File: src/rtl/xbus_pkg.sv
package xbus_pkg;

  typedef enum logic [1:0] {
    OP_CODE = 2'd0,
    OP_DRD  = 2'd1,
    OP_DWR  = 2'd2
  } op_e;

  typedef enum logic [2:0] {
    PH_IDLE    = 3'd0,
    PH_ROM_RD  = 3'd1,
    PH_ROM_CAP = 3'd2,
    PH_ADDR    = 3'd3,
    PH_HOLD    = 3'd4,
    PH_TURN    = 3'd5,
    PH_STRB    = 3'd6,
    PH_RELS    = 3'd7
  } phase_e;

endpackage

File: src/rtl/xbus_route.sv
module xbus_route
  import xbus_pkg::*;
#(
  parameter int ADDR_W = 16,
  parameter int ROM_AW = 12
) (
  input  op_e               op,
  input  logic              ext_access,
  input  logic [ADDR_W-1:0] addr,
  output logic              on_chip
);

  generate
    if (ROM_AW >= ADDR_W) begin : g_full_rom
      assign on_chip = (op == OP_CODE) && ext_access;
    end else begin : g_part_rom
      function automatic logic below_rom(input logic [ADDR_W-1:0] a);
        return a[ADDR_W-1:ROM_AW] == '0;
      endfunction
      assign on_chip = (op == OP_CODE) && ext_access && below_rom(addr);
    end
  endgenerate

endmodule

File: src/rtl/xbus_seq.sv
module xbus_seq
  import xbus_pkg::*;
(
  input  logic   clk,
  input  logic   rst_n,
  input  logic   accept,
  input  logic   on_chip,
  output phase_e phase,
  output logic   busy
);

  phase_e phase_q;

  always_ff @(posedge clk or negedge rst_n) begin
    if (!rst_n) begin
      phase_q <= PH_IDLE;
    end else begin
      unique case (phase_q)
        PH_IDLE:    if (accept) phase_q <= on_chip ? PH_ROM_RD : PH_ADDR;
        PH_ROM_RD:  phase_q <= PH_ROM_CAP;
        PH_ROM_CAP: phase_q <= PH_IDLE;
        PH_ADDR:    phase_q <= PH_HOLD;
        PH_HOLD:    phase_q <= PH_TURN;
        PH_TURN:    phase_q <= PH_STRB;
        PH_STRB:    phase_q <= PH_RELS;
        PH_RELS:    phase_q <= PH_IDLE;
        default:    phase_q <= PH_IDLE;
      endcase
    end
  end

  assign phase = phase_q;
  assign busy  = (phase_q != PH_IDLE);

endmodule

File: src/rtl/xbus_pins.sv
module xbus_pins
  import xbus_pkg::*;
#(
  parameter int ADDR_W    = 16,
  parameter int DATA_W    = 8,
  parameter int PAGE_BITS = 3,
  localparam int HI_W     = ADDR_W - DATA_W
) (
  input  phase_e            phase,
  input  op_e               op,
  input  logic [ADDR_W-1:0] addr,
  input  logic [DATA_W-1:0] wdata,
  input  logic              short_a,
  output logic [DATA_W-1:0] ad_out,
  output logic              ad_oe,
  output logic [HI_W-1:0]   hi_out,
  output logic [HI_W-1:0]   hi_oe,
  output logic              ale,
  output logic              psen_n,
  output logic              rd_n,
  output logic              wr_n
);

  logic addr_ph, data_ph, ext_ph, is_wr, is_code, short_dat;

  assign is_wr     = (op == OP_DWR);
  assign is_code   = (op == OP_CODE);
  assign short_dat = short_a && !is_code;
  assign addr_ph   = (phase == PH_ADDR) || (phase == PH_HOLD);
  assign data_ph   = (phase == PH_TURN) || (phase == PH_STRB) || (phase == PH_RELS);
  assign ext_ph    = addr_ph || data_ph;

  assign ale    = (phase == PH_ADDR);
  assign ad_oe  = addr_ph || (data_ph && is_wr);
  assign ad_out = addr_ph ? addr[DATA_W-1:0] : wdata;
  assign hi_out = addr[ADDR_W-1:DATA_W];

  assign psen_n = !((phase == PH_STRB) && is_code);
  assign wr_n   = !((phase == PH_STRB) && is_wr);
  assign rd_n   = !((phase == PH_STRB) && !is_code && !is_wr);

  genvar g;
  generate
    for (g = 0; g < HI_W; g++) begin : g_hi_en
      if (g < PAGE_BITS) begin : g_page
        assign hi_oe[g] = ext_ph;
      end else begin : g_upper
        assign hi_oe[g] = ext_ph && !short_dat;
      end
    end
  endgenerate

endmodule

File: src/rtl/xbus_ctrl.sv
module xbus_ctrl
  import xbus_pkg::*;
#(
  parameter int ADDR_W    = 16,
  parameter int DATA_W    = 8,
  parameter int ROM_AW    = 12,
  parameter int PAGE_BITS = 3,
  localparam int HI_W     = ADDR_W - DATA_W
) (
  input  logic              clk,
  input  logic              rst_n,
  input  logic              ext_access,
  input  logic              req_valid,
  output logic              req_ready,
  input  logic [1:0]        req_op,
  input  logic [ADDR_W-1:0] req_addr,
  input  logic [DATA_W-1:0] req_wdata,
  input  logic              req_short,
  output logic              rsp_valid,
  output logic [DATA_W-1:0] rsp_data,
  output logic              rom_en,
  output logic [ROM_AW-1:0] rom_addr,
  input  logic [DATA_W-1:0] rom_rdata,
  output logic [DATA_W-1:0] ad_out,
  output logic              ad_oe,
  input  logic [DATA_W-1:0] ad_in,
  output logic [HI_W-1:0]   hi_out,
  output logic [HI_W-1:0]   hi_oe,
  output logic              ale,
  output logic              psen_n,
  output logic              rd_n,
  output logic              wr_n
);

  op_e               in_op, cur_op;
  logic [ADDR_W-1:0] cur_addr;
  logic [DATA_W-1:0] cur_wdata;
  logic              cur_short;
  logic              in_on_chip, accept, busy;
  logic              cap_rom, cap_ext;
  phase_e            phase;

  assign in_op     = (req_op == 2'd3) ? OP_DRD : op_e'(req_op);
  assign req_ready = !busy;
  assign accept    = req_valid && req_ready;

  xbus_route #(.ADDR_W(ADDR_W), .ROM_AW(ROM_AW)) u_route (
    .op(in_op), .ext_access(ext_access), .addr(req_addr), .on_chip(in_on_chip)
  );

  xbus_seq u_seq (
    .clk(clk), .rst_n(rst_n), .accept(accept), .on_chip(in_on_chip),
    .phase(phase), .busy(busy)
  );

  always_ff @(posedge clk or negedge rst_n) begin
    if (!rst_n) begin
      cur_op    <= OP_CODE;
      cur_addr  <= '0;
      cur_wdata <= '0;
      cur_short <= 1'b0;
    end else if (accept) begin
      cur_op    <= in_op;
      cur_addr  <= req_addr;
      cur_wdata <= req_wdata;
      cur_short <= req_short;
    end
  end

  // capture events: ROM answer, or rising edge of the read strobe
  assign cap_rom = (phase == PH_ROM_CAP);
  assign cap_ext = (phase == PH_STRB) && (cur_op != OP_DWR);

  always_ff @(posedge clk or negedge rst_n) begin
    if (!rst_n) begin
      rsp_valid <= 1'b0;
      rsp_data  <= '0;
    end else begin
      rsp_valid <= cap_rom || cap_ext;
      if (cap_rom)      rsp_data <= rom_rdata;
      else if (cap_ext) rsp_data <= ad_in;
    end
  end

  assign rom_en   = (phase == PH_ROM_RD);
  assign rom_addr = cur_addr[ROM_AW-1:0];

  xbus_pins #(.ADDR_W(ADDR_W), .DATA_W(DATA_W), .PAGE_BITS(PAGE_BITS)) u_pins (
    .phase(phase), .op(cur_op), .addr(cur_addr), .wdata(cur_wdata),
    .short_a(cur_short), .ad_out(ad_out), .ad_oe(ad_oe), .hi_out(hi_out),
    .hi_oe(hi_oe), .ale(ale), .psen_n(psen_n), .rd_n(rd_n), .wr_n(wr_n)
  );

endmodule

File: config.mk
export PLATFORM = sky130hd
export DESIGN_NAME = xbus_ctrl
export DESIGN_NICKNAME = d
export VERILOG_FILES = /design/src/rtl/xbus_pkg.sv /design/src/rtl/xbus_route.sv /design/src/rtl/xbus_seq.sv /design/src/rtl/xbus_pins.sv /design/src/rtl/xbus_ctrl.sv
export SDC_FILE = /design/constraint.sdc
export NUM_CORES = 1
export LEC_CHECK = 0
export ABC_AREA = 1
export BUFFER_PORTS_ARGS = -buffer_cell sky130_fd_sc_hd__buf_4
export CAP_MARGIN = 5
export CORE_MARGIN = 4
export CORE_UTILIZATION = 40
export CTS_BUF_LIST = sky130_fd_sc_hd__clkbuf_16
export DETAILED_ROUTE_END_ITERATION = 6
export PLACE_DENSITY = 0.68
export SETUP_SLACK_MARGIN = 0.2
export SLEW_MARGIN = 20
export SYNTH_ARGS = -nofsm -noshare
export SYNTH_HDL_FRONTEND = slang
export SYNTH_SLANG_ARGS = --single-unit
File: constraint.sdc
create_clock -name clk -period 2.2 [get_ports clk]
set_clock_uncertainty 0.2 [all_clocks]
set_input_delay 0.44 -clock clk [delete_from_list [all_inputs] [get_ports clk]]
set_output_delay 0.44 -clock clk [all_outputs]
set_load 0.005 [all_outputs]
==> summary.txt <==
Run status
  • Outcome: finished, final reports clean

Layout
  • # fillers: 428
  • Most frequent cells in the layout: 120 x nand2_1, 101 x buf_4, 37 x dfrtp_1, 24 x inv_1, 23 x nor2_1
  • Layout cells sized above 1: 42.0%
  • Syn-to-layout area delta: 60.5%
  • N_diodes: 0
  • Nets: 420
  • Commonest non-fill, non-tap cell in the layout: nand2_1

Worst setup path
  • Crit path max fanout: 8
  • Arr. time, crit path: 1380 ps
  • Worst endpoint required time: 1560 ps
  • CP Launch Type: flip-flop
  • Crit path capture type: primary output
  • Crit Path Class: flip-flop to primary output

Timing
  • Slew headroom: 67.4%
  • Final Cycle Share: 91.9%
  • Max-slew violations: 0
  • Least-Margin Pin Slew: 489 ps
  • Fin Setup TNS: 0 ps
  • Final worst path period need: 2020 ps
  • RSZ-0062 raised after global routing: yes
  • FMAX: 0.495 GHz
  • Final worst hold slack: 165 ps
  • Setup violators final: 0
  • Final Hold Viols: 0

Logic synthesis
  • Post-synthesis sequential area ratio: 49.5%
  • Synthesized instance count: 266
  • Post-Syn Area: 1970 sq um
  • Synthesized area per cell: 7.41 sq um
  • Yosys Warn Count: 0
  • Syn nets: 313
  • Register bit total from synthesis: 39
  • Synth cell types: 18

Detailed routing
  • Drt drc: 0
  • Detail Route Antenna Nets: 0
  • Number of vias per cell: 4.44
  • Vias post-DR: 1957
  • WL final: 5.29 mm
  • DR WL met2: 2.49 mm
  • Detailed Routing Iterations Pass 1: 4
  • DRT iter0 DRCs: 69
  • Top layer in use: met4
  • WL/cell: 12.0 um
  • Met3 routed WL: 507 um
  • Met1 WL: 2.21 mm

Global routing
  • Via count of the first global-routing pass: 1915
  • Antenna violations before repair: 0
  • Gr usage total: 17.3%
  • GRT overflow: 0
  • Largest net degree at the start of global routing: 40
  • First-pass GRT wire length: 8.54 mm

CTS
  • CTS clock-pin slew for the worst setup and hold paths: 50 ps
  • Max Buffers Root-to-Sink: 2
  • CTS Buf Count: 5
  • CTS root buf: clkbuf_16
  • Clock Latency Late Sink: 270 ps
  • CTS tree: yes
  • Number of H-tree levels: 2
  • Clock sinks: 39

Pwr
  • Total power: 4.79 mW
  • Power Density: 1510 nW/um^2
  • Static leakage: 1.81 nW
  • VDD IR-drop max: 0.000767 V

Die
  • Die Area: 6120 sq um
  • Starting Density: 41.5%
  • Core box area: 4750 sq um
  • Die Y: 78.2 um
  • Die X: 78.2 um
  • Row Count: 25
  • Top Ports: 99

Job
  • Max-cap violations: 0

Place
  • Input/output buffers: 98
  • DP HPWL: 3.69 mm
  • RD Place Congestion: 0.768

Hold path
  • Hold/Removal Path Class: input port to flip-flop
[timing repair]
| item | CTS | global route |
|---|---|---|
| cloned | 1 | 0 |
| setup buffers | 11 | 4 |
| endpoints found under the setup margin | 14 | 17 |
| gates resized for setup | 28 | 25 |
| hold buffers | 1 | 0 |
| pin swaps | 12 | 12 |
| hold endpoints to repair | 39 | 0 |
[sequential cells by signal, indices dropped and copies added (netlist names)]
signal,cells
cur_addr,16
cur_op,2
cur_short,1
cur_wdata,8
rsp_data,8
rsp_valid,1
u_seq.phase,3
[cells by family after synthesis]
group	after synthesis	share of synthesized area (%)
buffers and inverters	45	12.4
and+or+nand+nor	171	34.7
AOI/OAI and AO/OA	11	3.43
DFF	39	49.5
[path summary, 6_finish.rpt]
path                                startpoint             end  slack [ps]  cells after the start
worst min register to register    cur_wdata[3]    cur_wdata[3]         270                      2
worst max-delay path            u_seq.phase[1]       ad_out[2]         180                      6
worst min-delay path               req_addr[3]     cur_addr[3]         160                      3
min in group asynchronous                rst_n     rsp_data[6]         480                      2
max in group asynchronous                rst_n  u_seq.phase[0]         950                      2
worst max register to register  u_seq.phase[0]       cur_op[1]         490                      7
[cell usage after synthesis]
cell,instances,area [sq um]
nand2_1,132,495
dfrtp_1,39,976
inv_1,25,93.8
nor2_1,24,90.1
buf_4,13,97.6
nand3_1,11,55.1
o21ai_0,7,35.0
buf_6,3,33.8
a21oi_1,2,10.0
nand2_2,2,12.5
buf_2,1,5.00
clkbuf_1,1,3.75
inv_2,1,3.75
inv_4,1,6.26
nor2_4,1,11.3
nor2_8,1,20.0
o21ai_4,1,16.3
o22ai_1,1,6.26
[routing by layer]
metal / GRT usage [%] / vias to the layer above
li1: - / 997
met1: 21.1 / 865
met2: 28.6 / 86
met3: 5.73 / 9
met4: 5.77 / 0
met5: 0 / -
[stage by stage]
step	worst slack (ps)	util (%)	area, sq um	std cells
2_1_floorplan	283	-	1970	266
4_1_cts	174	64.1	3050	437
3_3_place_gp	218	56.2	2670	416
6_report	178	66.6	3170	441
3_5_place_dp	148	56.2	2670	416
5_1_grt	111	66.6	3170	441
[final cells by class]
type | count | area, sq um | share of cell area [%]
clock buffers | 5 | 125 | 3.95
clock inverters | 3 | 12.5 | 0.395
inverters | 27 | 106 | 3.36
multi-input cells | 183 | 901 | 28.5
flip-flops and latches | 39 | 978 | 30.9
well taps | 67 | 83.8 | 2.65
repair buffers | 117 | 958 | 30.3
[worst max-delay path: stages, from the launching register on]
cell     delay (ps)
dfrtp_1         440
nand2_2         110
nand2_4         130
buf_8           160
nand3_1          80
nand2_1          80
buf_4           110
[power breakdown]
part           switching (mW)  internal (mW)
Clock                   0.252          0.409
Sequential              0.254           1.06
Combinational            1.34           1.47
Note: power is estimated with default switching activity, not from simulation.
